File: src/rtl/dmach_ctl_pkg.sv
package dmach_ctl_pkg;

   typedef enum logic [2:0] {
      CH_IDLE,
      CH_RUN,
      CH_PAUSED,
      CH_RWAIT,
      CH_STOPPING
   } ch_state_e;

   typedef enum logic [2:0] {
      OP_NONE,
      OP_ENABLE,
      OP_CLEAR,
      OP_DISABLE,
      OP_STOP,
      OP_PAUSE,
      OP_RESUME
   } ch_op_e;

   // command bit positions (software encodes these)
   localparam int CMD_ENABLE  = 0;
   localparam int CMD_CLEAR   = 1;
   localparam int CMD_DISABLE = 2;
   localparam int CMD_STOP    = 3;
   localparam int CMD_PAUSE   = 4;
   localparam int CMD_RESUME  = 5;
   localparam int CMD_BITS    = 6;

   // status bit positions
   localparam int ST_FLAG_DONE = 0;
   localparam int ST_FLAG_ERR  = 1;
   localparam int ST_DONE      = 16;
   localparam int ST_ERR       = 17;
   localparam int ST_DIS       = 18;
   localparam int ST_STOPPED   = 19;
   localparam int ST_PAUSED    = 20;
   localparam int ST_RWAIT     = 21;

   // error cause positions
   localparam int N_CAUSE   = 3;
   localparam int EI_BASE   = 16;

endpackage

File: src/rtl/dmach_cmd_dec.sv
module dmach_cmd_dec
   import dmach_ctl_pkg::*;
(
   input  logic                cmd_wr,
   input  logic [CMD_BITS-1:0] cmd_bits,
   output ch_op_e              op
);

   // only the highest-priority bit is passed on
   always_comb begin
      op = OP_NONE;
      if (cmd_wr) begin
         if (cmd_bits[CMD_CLEAR])        op = OP_CLEAR;
         else if (cmd_bits[CMD_STOP])    op = OP_STOP;
         else if (cmd_bits[CMD_DISABLE]) op = OP_DISABLE;
         else if (cmd_bits[CMD_PAUSE])   op = OP_PAUSE;
         else if (cmd_bits[CMD_RESUME])  op = OP_RESUME;
         else if (cmd_bits[CMD_ENABLE])  op = OP_ENABLE;
      end
   end

endmodule

File: src/rtl/dmach_chan_fsm.sv
module dmach_chan_fsm
   import dmach_ctl_pkg::*;
#(
   parameter int RESUME_LAT = 3
) (
   input  logic      clk,
   input  logic      rst_n,
   input  ch_op_e    op,
   input  logic      eng_done,
   input  logic      eng_beat_end,
   input  logic      eng_err_any,
   output ch_state_e state_q,
   output logic      st_done_q,
   output logic      st_err_q,
   output logic      st_dis_q,
   output logic      st_stp_q,
   output logic      done_evt,
   output logic      err_evt,
   output logic      start_evt,
   output logic      start_q
);

   localparam int CNT_W = (RESUME_LAT > 1) ? $clog2(RESUME_LAT) : 1;
   localparam logic [CNT_W-1:0] CNT_LOAD = CNT_W'(RESUME_LAT - 1);

   if (RESUME_LAT < 1) begin : g_bad_lat
      $error("RESUME_LAT must be at least 1");
   end

   ch_state_e        nxt;
   logic             n_done, n_err, n_dis, n_stp, n_pend, pend_q;
   logic [CNT_W-1:0] cnt_q, n_cnt;

   always_comb begin
      nxt       = state_q;
      n_done    = st_done_q;
      n_err     = st_err_q;
      n_dis     = st_dis_q;
      n_stp     = st_stp_q;
      n_pend    = pend_q;
      n_cnt     = cnt_q;
      done_evt  = 1'b0;
      err_evt   = 1'b0;
      start_evt = 1'b0;
      if (op == OP_CLEAR) begin
         nxt    = CH_IDLE;
         n_done = 1'b0;
         n_err  = 1'b0;
         n_dis  = 1'b0;
         n_stp  = 1'b0;
         n_pend = 1'b0;
         n_cnt  = '0;
      end else if (eng_err_any && (state_q == CH_RUN || state_q == CH_STOPPING)) begin
         nxt     = CH_IDLE;
         n_err   = 1'b1;
         n_pend  = 1'b0;
         err_evt = 1'b1;
      end else if (state_q == CH_RUN && eng_done) begin
         nxt      = CH_IDLE;
         n_done   = 1'b1;
         n_dis    = pend_q;
         n_pend   = 1'b0;
         done_evt = 1'b1;
      end else if (state_q == CH_STOPPING && (eng_beat_end || eng_done)) begin
         nxt   = CH_IDLE;
         n_stp = 1'b1;
      end else begin
         unique case (op)
            OP_ENABLE: begin
               if (state_q == CH_IDLE) begin
                  nxt       = CH_RUN;
                  n_done    = 1'b0;
                  n_err     = 1'b0;
                  n_dis     = 1'b0;
                  n_stp     = 1'b0;
                  start_evt = 1'b1;
               end
            end
            OP_STOP: begin
               if (state_q == CH_RUN) begin
                  nxt    = CH_STOPPING;
                  n_pend = 1'b0;
               end else if (state_q == CH_PAUSED || state_q == CH_RWAIT) begin
                  nxt    = CH_IDLE;
                  n_stp  = 1'b1;
                  n_pend = 1'b0;
               end
            end
            OP_DISABLE: begin
               if (state_q == CH_RUN || state_q == CH_PAUSED || state_q == CH_RWAIT)
                  n_pend = 1'b1;
            end
            OP_PAUSE: begin
               if (state_q == CH_RUN) nxt = CH_PAUSED;
            end
            OP_RESUME: begin
               if (state_q == CH_PAUSED) begin
                  nxt   = CH_RWAIT;
                  n_cnt = CNT_LOAD;
               end
            end
            default: ;
         endcase
         if (state_q == CH_RWAIT && nxt == CH_RWAIT) begin
            if (cnt_q == '0) nxt = CH_RUN;
            else             n_cnt = cnt_q - 1'b1;
         end
      end
   end

   always_ff @(posedge clk or negedge rst_n) begin
      if (!rst_n) begin
         state_q   <= CH_IDLE;
         st_done_q <= 1'b0;
         st_err_q  <= 1'b0;
         st_dis_q  <= 1'b0;
         st_stp_q  <= 1'b0;
         pend_q    <= 1'b0;
         cnt_q     <= '0;
         start_q   <= 1'b0;
      end else begin
         state_q   <= nxt;
         st_done_q <= n_done;
         st_err_q  <= n_err;
         st_dis_q  <= n_dis;
         st_stp_q  <= n_stp;
         pend_q    <= n_pend;
         cnt_q     <= n_cnt;
         start_q   <= start_evt;
      end
   end


   start_after_idle_chk: assert property (@(posedge clk) disable iff (!rst_n)
      start_q |-> $past(state_q) == CH_IDLE);


   pause_from_run_chk: assert property (@(posedge clk) disable iff (!rst_n)
      (state_q == CH_PAUSED && $past(state_q) != CH_PAUSED) |-> $past(state_q) == CH_RUN);


   run_entry_chk: assert property (@(posedge clk) disable iff (!rst_n)
      (state_q == CH_RUN && $past(state_q) != CH_RUN)
         |-> ($past(state_q) == CH_IDLE || $past(state_q) == CH_RWAIT));


   stopped_entry_chk: assert property (@(posedge clk) disable iff (!rst_n)
      $rose(st_stp_q) |-> ($past(state_q) == CH_STOPPING || $past(state_q) == CH_PAUSED
                           || $past(state_q) == CH_RWAIT));

endmodule

File: src/rtl/dmach_irq_unit.sv
module dmach_irq_unit
   import dmach_ctl_pkg::*;
#(
   parameter bit IRQ_REGISTERED = 1'b0
) (
   input  logic               clk,
   input  logic               rst_n,
   input  logic               clr,
   input  logic               done_evt,
   input  logic               err_evt,
   input  logic               start_evt,
   input  logic [N_CAUSE-1:0] err_cause,
   input  logic               ien_wr,
   input  logic [1:0]         ien_wdata,
   input  logic               w1c_wr,
   input  logic [1:0]         w1c_bits,
   output logic [1:0]         flags_q,
   output logic [1:0]         ien_q,
   output logic [N_CAUSE-1:0] einfo_q,
   output logic               irq
);

   logic [1:0] set_v, clr_v;
   assign set_v = {err_evt, done_evt};
   assign clr_v = w1c_wr ? w1c_bits : 2'b00;

   for (genvar i = 0; i < 2; i++) begin : g_flag
      always_ff @(posedge clk or negedge rst_n) begin
         if (!rst_n)          flags_q[i] <= 1'b0;
         else if (clr)        flags_q[i] <= 1'b0;
         else if (set_v[i])   flags_q[i] <= 1'b1;
         else if (clr_v[i])   flags_q[i] <= 1'b0;
      end
   end

   for (genvar c = 0; c < N_CAUSE; c++) begin : g_cause
      always_ff @(posedge clk or negedge rst_n) begin
         if (!rst_n)                    einfo_q[c] <= 1'b0;
         else if (clr || start_evt)     einfo_q[c] <= 1'b0;
         else if (err_evt && err_cause[c]) einfo_q[c] <= 1'b1;
      end
   end

   always_ff @(posedge clk or negedge rst_n) begin
      if (!rst_n)      ien_q <= 2'b00;
      else if (clr)    ien_q <= 2'b00;
      else if (ien_wr) ien_q <= ien_wdata;
   end

   logic irq_c;
   assign irq_c = |(flags_q & ien_q);

   if (IRQ_REGISTERED) begin : g_irq_ff
      logic irq_q;
      always_ff @(posedge clk or negedge rst_n) begin
         if (!rst_n) irq_q <= 1'b0;
         else        irq_q <= irq_c;
      end
      assign irq = irq_q;
   end else begin : g_irq_comb
      assign irq = irq_c;
   end


   done_flag_rise_chk: assert property (@(posedge clk) disable iff (!rst_n)
      $rose(flags_q[0]) |-> $past(done_evt));


   err_flag_rise_chk: assert property (@(posedge clk) disable iff (!rst_n)
      $rose(flags_q[1]) |-> $past(err_evt));


   err_flag_fall_chk: assert property (@(posedge clk) disable iff (!rst_n)
      $fell(flags_q[1]) |-> $past((w1c_wr && w1c_bits[1]) || clr));


   einfo_rise_chk: assert property (@(posedge clk) disable iff (!rst_n)
      $rose(|einfo_q) |-> $past(err_evt));

endmodule

File: src/rtl/dmach_ctl_regs.sv
module dmach_ctl_regs
   import dmach_ctl_pkg::*;
#(
   parameter int          DATA_W         = 32,
   parameter int          ADDR_W         = 8,
   parameter int          OFS_STAT       = 'h0,
   parameter int          OFS_IEN        = 'h4,
   parameter int          OFS_EINFO      = 'h8,
   parameter int          OFS_CMD        = 'hC,
   parameter int          RESUME_LAT     = 3,
   parameter bit          IRQ_REGISTERED = 1'b0
) (
   input  logic              clk,
   input  logic              rst_n,
   input  logic [ADDR_W-1:0] reg_addr,
   input  logic [DATA_W-1:0] reg_wdata,
   input  logic              reg_we,
   output logic [DATA_W-1:0] reg_rdata,
   output logic              eng_start,
   output logic              eng_run,
   output logic              eng_stop_req,
   input  logic              eng_beat_end,
   input  logic              eng_done,
   input  logic              eng_rd_resp_err,
   input  logic              eng_wr_resp_err,
   input  logic              eng_rd_poison,
   output logic              irq
);

   localparam logic [ADDR_W-1:0] A_STAT  = ADDR_W'(OFS_STAT);
   localparam logic [ADDR_W-1:0] A_IEN   = ADDR_W'(OFS_IEN);
   localparam logic [ADDR_W-1:0] A_EINFO = ADDR_W'(OFS_EINFO);
   localparam logic [ADDR_W-1:0] A_CMD   = ADDR_W'(OFS_CMD);

   if (DATA_W < ST_RWAIT + 1) begin : g_bad_dw
      $error("DATA_W too narrow for status layout");
   end
   if (OFS_STAT == OFS_IEN || OFS_STAT == OFS_EINFO || OFS_STAT == OFS_CMD ||
       OFS_IEN == OFS_EINFO || OFS_IEN == OFS_CMD || OFS_EINFO == OFS_CMD) begin : g_bad_ofs
      $error("register offsets must be distinct");
   end
   if ((OFS_STAT | OFS_IEN | OFS_EINFO | OFS_CMD) >= (1 << ADDR_W)) begin : g_bad_aw
      $error("register offset beyond ADDR_W");
   end

   logic wdata_unused;
   assign wdata_unused = ^reg_wdata[DATA_W-1:CMD_BITS];

   logic wr_cmd, wr_stat, wr_ien;
   assign wr_cmd  = reg_we && (reg_addr == A_CMD);
   assign wr_stat = reg_we && (reg_addr == A_STAT);
   assign wr_ien  = reg_we && (reg_addr == A_IEN);

   ch_op_e op;
   dmach_cmd_dec u_dec (
      .cmd_wr   (wr_cmd),
      .cmd_bits (reg_wdata[CMD_BITS-1:0]),
      .op       (op)
   );

   logic [N_CAUSE-1:0] cause;
   assign cause = {eng_rd_poison, eng_wr_resp_err, eng_rd_resp_err};

   ch_state_e state;
   logic st_done, st_err, st_dis, st_stp;
   logic done_evt, err_evt, start_evt;

   dmach_chan_fsm #(.RESUME_LAT(RESUME_LAT)) u_fsm (
      .clk          (clk),
      .rst_n        (rst_n),
      .op           (op),
      .eng_done     (eng_done),
      .eng_beat_end (eng_beat_end),
      .eng_err_any  (|cause),
      .state_q      (state),
      .st_done_q    (st_done),
      .st_err_q     (st_err),
      .st_dis_q     (st_dis),
      .st_stp_q     (st_stp),
      .done_evt     (done_evt),
      .err_evt      (err_evt),
      .start_evt    (start_evt),
      .start_q      (eng_start)
   );

   logic [1:0]         flags, ien;
   logic [N_CAUSE-1:0] einfo;

   dmach_irq_unit #(.IRQ_REGISTERED(IRQ_REGISTERED)) u_irq (
      .clk       (clk),
      .rst_n     (rst_n),
      .clr       (op == OP_CLEAR),
      .done_evt  (done_evt),
      .err_evt   (err_evt),
      .start_evt (start_evt),
      .err_cause (cause),
      .ien_wr    (wr_ien),
      .ien_wdata (reg_wdata[1:0]),
      .w1c_wr    (wr_stat),
      .w1c_bits  (reg_wdata[1:0]),
      .flags_q   (flags),
      .ien_q     (ien),
      .einfo_q   (einfo),
      .irq       (irq)
   );

   assign eng_run      = (state == CH_RUN);
   assign eng_stop_req = (state == CH_STOPPING);

   always_comb begin
      reg_rdata = '0;
      if (reg_addr == A_STAT) begin
         reg_rdata[ST_FLAG_DONE] = flags[0];
         reg_rdata[ST_FLAG_ERR]  = flags[1];
         reg_rdata[ST_DONE]      = st_done;
         reg_rdata[ST_ERR]       = st_err;
         reg_rdata[ST_DIS]       = st_dis;
         reg_rdata[ST_STOPPED]   = st_stp;
         reg_rdata[ST_PAUSED]    = (state == CH_PAUSED);
         reg_rdata[ST_RWAIT]     = (state == CH_RWAIT);
      end else if (reg_addr == A_IEN) begin
         reg_rdata[1:0] = ien;
      end else if (reg_addr == A_EINFO) begin
         reg_rdata[EI_BASE +: N_CAUSE] = einfo;
      end
   end

endmodule

File: config.mk
export PLATFORM = sky130hd
export DESIGN_NAME = dmach_ctl_regs
export DESIGN_NICKNAME = d
export VERILOG_FILES = /design/src/rtl/dmach_ctl_pkg.sv /design/src/rtl/dmach_cmd_dec.sv /design/src/rtl/dmach_chan_fsm.sv /design/src/rtl/dmach_irq_unit.sv /design/src/rtl/dmach_ctl_regs.sv
export SDC_FILE = /design/constraint.sdc
export NUM_CORES = 1
export LEC_CHECK = 0
export ABC_AREA = 1
export ABC_CLOCK_PERIOD_IN_PS = 2250
export BUFFER_PORTS_ARGS = -buffer_cell sky130_fd_sc_hd__buf_2
export CORE_UTILIZATION = 51
export DETAILED_ROUTE_END_ITERATION = 8
export GPL_TIMING_DRIVEN = 0
export PLACE_DENSITY = 0.84
export SLEW_MARGIN = 20
export SYNTH_ARGS = -nofsm -noshare
export SYNTH_HDL_FRONTEND = slang
export SYNTH_SLANG_ARGS = --single-unit
File: constraint.sdc
create_clock -name clk -period 2.25 [get_ports clk]
set_input_delay 0.5625 -clock clk [delete_from_list [all_inputs] [get_ports clk]]
set_output_delay 0.5625 -clock clk [all_outputs]
set_load 0.02 [all_outputs]
======== After elaboration in Yosys (flattened, before gate mapping) ========
Index checks and enable logic that the tools add are counted.
storage, ports and cells
  bits in registers ....................... 18
  output and inout bits ................... 36
  input bits .............................. 48
  logic and storage cells ................. 170
operators by class
  add/subtract/negate cells ............... 1
  reductions and logical operators ........ 38
  bitwise logic cells ..................... 1
  multiplexer cells ....................... 90
  equal/unequal tests ..................... 26
operators with widths
  kind                number
  $mux 3              25
  $mux 1              49
  $mux 2              13
  $reduce_bool 3->1   6
  $eq 8x4->1 const B  2
  $eq 3x2->1 const B  5
  $eq 3x3->1 const B  4
  $ne 4x1->1 const B  3
  $pmux 3 s4          1
  $reduce_and 4->1    3
  $logic_and 1x1->1   10
  $ne 3x1->1 const B  3
  $eq 8x3->1 const B  1
  $logic_not 8->1     1
  $reduce_bool 2->1   4
  $eq 3x1->1 const B  2
  $logic_or 1x1->1    6
  $ne 2x1->1 const B  3
  $ne 6x2->1 const B  1
  $reduce_and 6->1    1
  $ne 5x1->1 const B  1
  $reduce_bool 5->1   1
  $ne 4x2->1 const B  1
  $pmux 1 s2          2
  8 further kinds     8

======== Logic depth before layout (Yosys ltp) ========
Gate-level depths: netlist (run 1).
  depth in word-level cells ............... 20
  depth in mapped cells ................... 15

======== By module ========
Synthesis (run 1) repeated with hierarchy kept, for this count alone.
second synthesis, totals
  cells, all modules ...................... 263
  area total of the unflattened synthesis .. 1,697.9 um^2
modules (own cells, without submodules)
  module          sequential area each (um^2)  area an instance (um^2)  instances  cells each
  dmach_chan_fsm  275.3                        858.3                    1          130
  dmach_ctl_regs  0.0                          446.7                    1          73
  dmach_irq_unit  175.2                        321.6                    1          44
  dmach_cmd_dec   0.0                          71.3                     1          16

======== Worst setup path after synthesis (run 1) ========
Ideal clock, no wire load.
  path type ............................... input to output
  start ................................... input port reg_addr[1]
  end ..................................... output port reg_rdata[1]
  required time ........................... 1,688 ps
  buffers on the path ..................... 0
  arrival ................................. 1,666 ps
  stages on the path ...................... 5
  setup slack ............................. 21 ps
  cells stage by stage .................... nor2_4 -> nand2_1 -> nor2_1 -> nand2_1 -> o32ai_1
between the ends
  longest elaborated chain between the ends .. 3
  elaborated cells between the ends (all ways) .. 4
  those cells by class .................... eq/ne (1); mux (2); reduce/logical (1)
RTL lines
  element      RTL line               RTL
  from (decl)  dmach_ctl_regs.sv:15   input logic [ADDR_W-1:0] reg_addr,
  $eq 8x3->1   dmach_ctl_regs.sv:121  end else if (reg_addr == A_IEN) begin
  $mux 2       dmach_ctl_regs.sv:121
  $mux 2 *     dmach_ctl_regs.sv:112  if (reg_addr == A_STAT) begin
  to (decl)    dmach_ctl_regs.sv:18   output logic [DATA_W-1:0] reg_rdata,
Every way passes the cells marked *; elsewhere a longest branch is shown, timed or not.

======== Worst setup path after layout (run 1) ========
  start ................................... input port reg_addr[5]
  end ..................................... output port reg_rdata[16]
between the ends
  longest elaborated chain between the ends .. 4
  elaborated cells between the ends (all ways) .. 6
  those cells by class .................... eq/ne (2); mux (3); reduce/logical (1)
RTL lines
  element     RTL line               RTL
  $eq 8x4->1  dmach_ctl_regs.sv:123  end else if (reg_addr == A_EINFO) begin
  $mux 3      dmach_ctl_regs.sv:123
  $mux 3      dmach_ctl_regs.sv:121
  $mux 3 *    dmach_ctl_regs.sv:112
Marks and branches as above.

==> results.py, run 1 <==
metrics = {
    "status": {
        "status": "complete, no violations",
    },
    "setup_path": {
        "crit_path_end_kind": "output port",
        "start_kind": "primary input",
        "critPathKind": "in2out",
        "arrival_ns": 1.67,
        "crit_fanout": 3,
        "required_ns": 1.69,
        "worst-r2r-setup-slack_ns": 0.66,
    },
    "drt": {
        "drt-wirelength-per-cell_um": 10.87,
        "first_iter_violations": 47,
        "drtPass1Iterations": 4,
        "wirelength_um": 3871,
        "ant_nets": 0,
        "viasPerCell": 4.792,
        "drc_errors": 0,
        "via_count": 1706,
    },
    "logic_synthesis": {
        "synth_seq_cells": 18,
        "synthTopCellsByArea": "dfrtp_1 25%, buf_4 10%, nand2_1 9.8%",
        "synthArstFlopShare": 1.000,
        "synth_edf_count": 0,
        "synthFlopType": "dfrtp_1",
        "yosys_warnings": 0,
        "postSynthCellCount": 246,
        "netlist.area_leader.share": 0.2548,
        "ys_types": 40,
        "synth_area_um2": 1768,
        "syn_area_per_cell_um2": 7.187,
        "seq_area_frac_synth": 0.2548,
        "yosysTopAreaCell": "dfrtp_1",
    },
    "sta": {
        "finalMaxSlewViolations": 0,
        "worst_clock_skew_ns": 0.01153,
        "final_hold_viol_count": 0,
        "period_needed_ns": 2.229,
        "period_share": 0.9906,
        "fmaxAchievable_ghz": 0.4487,
        "setup_viol": 0,
        "fin_ws_ns": 0.02111,
    },
    "placement": {
        "post-place-ws_ns": -0.1723,
        "port_buffers": 33,
        "dp_cells": 348,
        "placed_area_um2": 2077,
        "place.gp.congestion": 0.8623,
        "dp_hpwl_um": 3124,
    },
    "grt": {
        "grt_max_degree": 19,
        "grt_pass1_vias": 1473,
        "antenna_found_initial": 0,
        "overflow": 0,
        "grt_usage": 0.2136,
        "grt_pass1_wl_um": 5947,
    },
    "cells_and_area": {
        "layout_common_cells": "44 x nand2_1, 31 x buf_2, 29 x inv_1, 29 x buf_4",
        "final_layout_size_suffix_gt1_frac": 0.4000,
        "design_area_um2": 2201,
        "diodes": 0,
        "nets": 359,
        "layout_commonest_cell": "nand2_1",
        "finalCoreUtilization": 0.6595,
        "area_delta_synth_final_pct": 24.49,
        "layout.cells.non_filler": 356,
    },
    "worst_hold_path": {
        "min_path_type": "in2async",
    },
    "clock_network": {
        "htreeDepth": 1,
        "cts_tree": "yes",
        "clock_sinks": 18,
        "cts-root-buf": "clkbuf_4",
        "worstSkewPairLatency_ns": 0.29,
        "cts_buffer_depth": 2,
        "clkTransAtPathRegs_ns": 0.11,
        "cts_buffers": 3,
        "ctsHoldBuffers": 0,
    },
    "power_and_ir_drop": {
        "power.leakage_nw": 1.243,
        "worst_ir_drop_vdd_uv": 394.0,
        "powerDensity_nw_per_um2": 351.8,
    },
    "floorplan": {
        "die_height_um": 60.88,
        "dieArea_um2": 3706,
        "die_w_um": 60.88,
        "row_count": 21,
        "ios": 84,
        "core_um2": 3337,
        "start_util": 0.5298,
    },
    "job": {
        "max_cap_violations": 0,
    },
}
## synthesized netlist by cell type, types with 2 or more instances
cell type / count
nand2_1: 46
nor2_2: 6
nor2_4: 4
dfrtp_1: 18
o31ai_1: 3
nand2_2: 7
inv_1: 32
nand4_1: 5
o22ai_1: 3
nor2_1: 15
buf_4: 24
nand2_4: 3
nand3b_1: 2
nand3_2: 7
nand3_1: 25
inv_2: 9
a21oi_1: 6
nor3_1: 5
o21ai_1: 5
## final cells by class
class | instances | area (um^2)
plain buffers | 25 | 193.9
clock buffers | 4 | 36.28
fillers | 309 | 1136
inverters | 43 | 165.2
multi-input cells | 183 | 1094
flip-flops and latches | 18 | 450.4
well taps | 46 | 57.56
repair buffers | 37 | 203.9
## worst max-delay path, stage by stage
cell     delay [ns]
buf_2          0.10
nor2_2         0.15
nand2_2        0.10
nor2_2         0.13
nand3_2        0.13
o31ai_2        0.30
buf_4          0.19
## report_power, final
| group | internal (mW) | switching (mW) | leakage (nW) |
|---|---|---|---|
| Clock | 0.0985 | 0.101 | 0.0210 |
| Sequential | 0.339 | 0.00997 | 0.210 |
| Combinational | 0.0851 | 0.140 | 1.01 |
| Total | 0.523 | 0.251 | 1.24 |
## flip-flops by register name (all words and copies together) (netlist names)
signal	flops
u_fsm.state_q	3
u_irq.einfo_q	3
u_fsm.cnt_q	2
u_irq.flags_q	2
u_irq.ien_q	2
u_fsm.pend_q	1
u_fsm.st_dis_q	1
u_fsm.st_done_q	1
u_fsm.st_err_q	1
u_fsm.st_stp_q	1
u_fsm.start_q	1
## kinds of logic (layout without fill, tap and decap cells)
kind of cell / count (synthesis) / in the layout / synth area share
DFF: 18 / 18 / 0.2548
buffers and inverters: 68 / 109 / 0.2031
xor gates and xnor gates: 1 / 1 / 0.004955
other: 1 / 24 / 0.002121
AOI/OAI and AO/OA: 27 / 27 / 0.1111
and+or+nand+nor: 131 / 131 / 0.4239
## per-stage QoR
stage	setup TNS (ns)	hold slack [ns]	power [mW]
after floorplan	0	0.2669	0.5139
after global placement	-0.4751	0.4882	0.5643
after detailed placement	-0.6095	0.4948	0.5684
after CTS	0	0.1921	0.7638
after global routing	-0.05467	0.2052	0.8150
final	0	0.1815	0.7742
## layer usage
metal,track usage,wire (um),part of all wire,vias up
li1,-,-,-,882
met1,0.2692,1676,0.43,772
met2,0.3862,2013,0.52,52
met3,0.02345,181,0.047,0
met4,0.05844,0,0,0
met5,0,0,0,-
## path summary, 6_finish.rpt
kind                             startpoint                to  depth (start not counted)
hold reg to reg                u_fsm.pend_q    u_fsm.st_dis_q                          2
setup / recovery                reg_addr[5]     reg_rdata[16]                          7
min in group clk               u_fsm.pend_q    u_fsm.st_dis_q                          2
hold / removal                        rst_n  u_irq.einfo_q[1]                          1
max in group asynchronous             rst_n    u_fsm.st_dis_q                          1
setup reg to reg           u_fsm.state_q[0]  u_irq.einfo_q[1]                          7
## what timing repair did
item / in CTS / in global routing
gates resized for setup: 4 / 13
endpoints found under the setup margin: 6 / 7
buffers inserted: 0 / 4
pin swaps: 0 / 4
Power figures use the tool's default switching activity.
==> run 2: changes to the inputs <==
--- a/constraint.sdc
+++ b/constraint.sdc
@@ -3,2 +3,2 @@
 set_output_delay 0.5625 -clock clk [all_outputs]
-set_load 0.02 [all_outputs]
+set_load 0.005 [all_outputs]
==> results.py, run 2 (synthesized netlist as in run 1, its figures left out) <==
metrics = {
    "setup_path": {
        "slowest_stage": "nor2_4",
        "crit_fanout": 6,
        "arrival_ns": 1.61,
        "required_ns": 1.69,
        "crit_path_end_kind": "output port",
        "path_cells": "buf_2 -> nor2_4 -> inv_2 -> nor3_4 -> nand2_2 -> inv_2 -> nand2_1 -> o31ai_1 -> buf_2",
        "reg2reg_depth": 7,
        "critPathKind": "in2out",
        "start_kind": "primary input",
        "slowest_delay_ns": 0.17,
    },
    "grt": {
        "grt_max_degree": 19,
        "grt_pass1_wl_um": 5947,
        "antenna_found_initial": 0,
        "overflow": 0,
        "grt_usage": 0.2136,
        "grt_pass1_vias": 1473,
    },
    "drt": {
        "first_iter_violations": 44,
        "viasPerCell": 4.824,
        "drc_errors": 0,
        "wirelength_um": 3745,
        "drtPass1Iterations": 4,
        "via_count": 1703,
        "drt-wirelength-per-cell_um": 10.61,
        "ant_nets": 0,
    },
    "clock_network": {
        "cts_buffers": 3,
        "cts_tree": "yes",
        "clkTransAtPathRegs_ns": 0.11,
        "htreeDepth": 1,
        "clock_sinks": 18,
        "worstSkewPairLatency_ns": 0.29,
        "cts_buffer_depth": 2,
        "cts-root-buf": "clkbuf_4",
    },
    "power_and_ir_drop": {
        "totalPowerFinal_mw": 0.7350,
        "power.leakage_nw": 1.222,
        "worst_ir_drop_vdd_uv": 395.6,
        "powerDensity_nw_per_um2": 342.3,
    },
    "cells_and_area": {
        "design_area_um2": 2147,
        "biggestRegsByFlops": "u_fsm.state_q x3, u_irq.einfo_q x3",
        "area_delta_synth_final_pct": 21.44,
        "layout.cells.non_filler": 353,
        "final_layout_size_suffix_gt1_frac": 0.3844,
        "layout_commonest_cell": "nand2_1",
        "diodes": 0,
        "nets": 356,
        "layout_common_cells": "45 x nand2_1, 33 x buf_2, 29 x inv_1",
        "nFillCells": 313,
    },
    "placement": {
        "port_buffers": 33,
        "placed_area_um2": 2077,
        "dp_cells": 348,
        "dp_hpwl_um": 3124,
        "place.gp.congestion": 0.8623,
    },
    "sta": {
        "period_needed_ns": 2.174,
        "final_hold_viol_count": 0,
        "fmaxAchievable_ghz": 0.4599,
        "period_share": 0.9663,
        "rsz0062_at_grt": "true",
        "finalMaxSlewViolations": 0,
        "tns_ns": 0,
        "setup_viol": 0,
        "worst_clock_skew_ns": 0.01123,
    },
    "worst_hold_path": {
        "min_path_type": "in2async",
    },
    "floorplan": {
        "core_um2": 3337,
        "dieArea_um2": 3706,
        "ios": 84,
        "die_w_um": 60.88,
        "row_count": 21,
        "die_height_um": 60.88,
        "start_util": 0.5298,
    },
    "status": {
        "status": "complete, no violations",
    },
    "job": {
        "max_cap_violations": 0,
    },
}
==> run 2: changes by cell type in the layout (fill, tap and decap cells not counted) <==
| cell | delta |
|---|---|
| nand3_2 | -1 |
| buf_2 | +2 |
| buf_6 | -1 |
| o31ai_2 | -1 |
| nor2_2 | +2 |
| o31ai_1 | +1 |
| buf_4 | -4 |
| nor2_4 | -2 |
| nand2_2 | -1 |
| nand3_1 | +1 |
| nand2_1 | +1 |
==> run 2: per-layer routing <==
layer  track usage  part of all wire
met5             0                 0
met4       0.05844            0.0064
met3       0.02345             0.037
met2        0.3862              0.50
met1        0.2692              0.46
==> run 2: worst paths after layout <==
kind	slack (ns)	from	to
min in group clk	0.51	u_fsm.pend_q	u_fsm.st_dis_q
setup reg to reg	0.64	u_fsm.state_q[0]	u_irq.einfo_q[1]
hold reg to reg	0.51	u_fsm.pend_q	u_fsm.st_dis_q
max in group asynchronous	1.78	rst_n	u_fsm.st_dis_q
hold / removal	0.18	rst_n	u_irq.einfo_q[1]
setup / recovery	0.08	reg_addr[0]	reg_rdata[16]
==> run 2: final cells by class <==
cell class | count | area [um^2] | area share
Timing Repair Buffer | 34 | 172.7 | 0.08042
Inverter | 43 | 165.2 | 0.07692
Multi-Input combinational cell | 183 | 1071 | 0.4988
Sequential cell | 18 | 450.4 | 0.2098
Clock buffer | 4 | 36.28 | 0.01690
Tap cell | 46 | 57.56 | 0.02681
Buffer | 25 | 193.9 | 0.09033
==> run 2: worst max-delay path: cells and delay by family <==
kind                   cells  cell delay [ns]
AO/OA/AOI/OAI              1             0.06
buffers and inverters      4             0.45
AND/OR/NAND/NOR            4             0.53
==> run 2: repair_timing <==
action                                  CTS  global route
setup buffers                             0             1
resized for setup                         3             7
endpoints found under the setup margin    4             6
hold buffers                              0             0
pin swaps                                 0             2
==> run 2: where the power goes <==
part           leakage, nW  internal [mW]  switching, mW  total, mW
Sequential           0.210          0.339         0.0101      0.350
Combinational        0.991         0.0792          0.106      0.186
Clock               0.0210         0.0985          0.101      0.200
==> run 2: stage by stage <==
stage | setup WS [ns] | hold WS, ns | util
6_report | 0.07572 | 0.1781 | 0.6434
5_1_grt | -0.005443 | 0.2052 | 0.6434
4_1_cts | 0.01078 | 0.1921 | 0.6363
3_5_place_dp | -0.1207 | 0.4948 | 0.6224
3_3_place_gp | -0.09314 | 0.4882 | 0.6224
2_1_floorplan | 0.3473 | 0.2669 | -
==> run 3: changes to the inputs <==
CTS_CLUSTER_DIAMETER = 100   (was not set)
RECOVER_POWER = 100   (was not set)
==> results.py, run 3 (synthesized netlist as in run 1, its figures left out) <==
metrics = {
    "status": {
        "status": "complete, no violations",
    },
    "floorplan": {
        "core_um2": 3337,
        "die_height_um": 60.88,
        "dieArea_um2": 3706,
        "ios": 84,
        "start_util": 0.5298,
        "die_w_um": 60.88,
        "row_count": 21,
    },
    "sta": {
        "fmaxAchievable_ghz": 0.4609,
        "whs_ns": 0.3903,
        "worst_clock_skew_ns": 0.008252,
        "rsz0062_at_grt": "true",
        "period_share": 0.9642,
        "final_hold_viol_count": 0,
        "period_needed_ns": 2.169,
        "setup_viol": 0,
        "tns_ns": 0,
        "finalMaxSlewViolations": 0,
        "slew_headroom": 0.3649,
        "tightest_slew_ns": 0.9527,
    },
    "setup_path": {
        "crit_path_end_kind": "output port",
        "reg2reg_depth": 7,
        "crit_fanout": 6,
        "critPathKind": "in2out",
        "crit_end": "reg_rdata[16]",
        "r2r_end": "u_irq.einfo_q[1]",
        "arrival_ns": 1.61,
        "start_kind": "primary input",
        "r2r-start": "u_fsm.state_q[0]",
        "worst-r2r-setup-slack_ns": 0.57,
        "cp-startpoint": "reg_addr[0]",
        "required_ns": 1.69,
    },
    "worst_hold_path": {
        "min_path_type": "in2async",
    },
    "drt": {
        "drc_errors": 0,
        "first_iter_violations": 52,
        "ant_nets": 0,
        "via_count": 1673,
        "drt-wirelength-per-cell_um": 10.61,
        "wirelength_um": 3745,
        "drtPass1Iterations": 4,
        "viasPerCell": 4.739,
    },
    "power_and_ir_drop": {
        "p_int_mw": 0.5155,
        "powerDensity_nw_per_um2": 346.6,
        "p_seq_frac": 0.481,
        "clkPwrFrac": 0.268,
        "power.leakage_nw": 1.164,
        "worst_ir_drop_vdd_uv": 383.0,
        "p_sw_frac": 0.2903,
        "power_frac_comb": 0.251,
        "switchingPower_mw": 0.2109,
    },
    "placement": {
        "place.gp.congestion": 0.8623,
        "dp_hpwl_um": 3124,
        "dp_cells": 348,
        "port_buffers": 33,
    },
    "cells_and_area": {
        "layout.cells.non_filler": 353,
        "layout_common_cells": "47 x nand2_1, 31 x inv_1, 25 x nand3_1, 25 x buf_4",
        "biggestRegsByFlops": "u_fsm.state_q x3, u_irq.einfo_q x3",
        "final_layout_size_suffix_gt1_frac": 0.3290,
        "nFillCells": 320,
        "area_delta_synth_final_pct": 18.54,
        "layout_commonest_cell": "nand2_1",
        "finalCoreUtilization": 0.6280,
        "nets": 356,
        "diodes": 0,
    },
    "grt": {
        "grt_usage": 0.2136,
        "grt_max_degree": 19,
        "overflow": 0,
        "grt_pass1_vias": 1473,
        "antenna_found_initial": 0,
        "grt_pass1_wl_um": 5947,
    },
    "job": {
        "max_cap_violations": 0,
    },
    "clock_network": {
        "cts-root-buf": "clkbuf_4",
        "cts_tree": "yes",
        "htreeDepth": 1,
        "cts_buffers": 3,
        "clock_sinks": 18,
        "ctsHoldBuffers": 0,
        "clkTransAtPathRegs_ns": 0.11,
        "worstSkewPairLatency_ns": 0.29,
        "cts_buffer_depth": 2,
    },
}
run 3: changes by cell type in the layout (fill, tap and decap cells not counted), moves of 2 or more:
cell and change:
nor2_2 -3, buf_2 -9, inv_1 +2, inv_2 -2
nor2_1 +4, nand2_1 +2, clkbuf_1 +9
run 3: how the worst min path moves through the flow:
stage                             to  slack [ns]             start  depth (start not counted)
global route        u_irq.einfo_q[1]        0.47             rst_n                          1
finish              u_irq.einfo_q[1]        0.39             rst_n                          1
global placement        u_fsm.pend_q        0.49      u_fsm.pend_q                          2
detailed placement  u_irq.flags_q[1]        0.49  u_irq.flags_q[1]                          2
floorplan             u_fsm.cnt_q[0]        0.27             rst_n                          0
CTS                   u_fsm.st_stp_q        0.19             rst_n                          1
run 3: layer usage:
layer  wire [um]  share of wire  GRT usage  vias to the layer above
li1            -              -          -                      873
met1        1724           0.46     0.2692                      762
met2        1885           0.50     0.3862                       36
met3         112          0.030    0.02345                        2
met4          23         0.0061    0.05844                        0
met5           0              0          0                        -
run 3: cell type report:
type	count	area [um^2]	share of cell area
inverter	43	165.2	0.07881
buffer	25	193.9	0.09254
clock buffer	4	36.28	0.01731
tap	46	57.56	0.02746
timing repair buffer	34	161.4	0.07702
multi-input combinational	183	1031	0.4919
sequential	18	450.4	0.2149
run 3: timing repair:
action	4_1_cts	5_1_grt
pin swaps	0	2
buffers inserted	0	1
endpoints found under the setup margin	4	6
gates resized for setup	3	7
run 3: worst max-delay path, stage by stage:
cell	delay (ns)
clkbuf_1	0.10
nor2_4	0.18
inv_2	0.07
nor3_4	0.16
nand2_2	0.15
inv_2	0.11
nand2_1	0.06
o31ai_1	0.06
buf_2	0.16
run 3: per-stage QoR:
stage | cell area (um^2) | total power, mW | setup slack, ns
4_1_cts | 2123 | 0.7311 | 0.01078
2_1_floorplan | 1854 | 0.4812 | 0.3473
5_1_grt | 2096 | 0.7721 | -0.005443
3_5_place_dp | 2077 | 0.5357 | -0.1207
3_3_place_gp | 2077 | 0.5316 | -0.09314
6_report | 2096 | 0.7264 | 0.08055
run 3: power groups by stage:
stage          combinational (mW)  clock (mW)  sequential (mW)
2_1_floorplan               0.127           0            0.354
3_3_place_gp                0.176           0            0.356
3_5_place_dp                0.179           0            0.356
4_1_cts                     0.181       0.200            0.350
5_1_grt                     0.208       0.213            0.352
6_report                    0.182       0.195            0.349
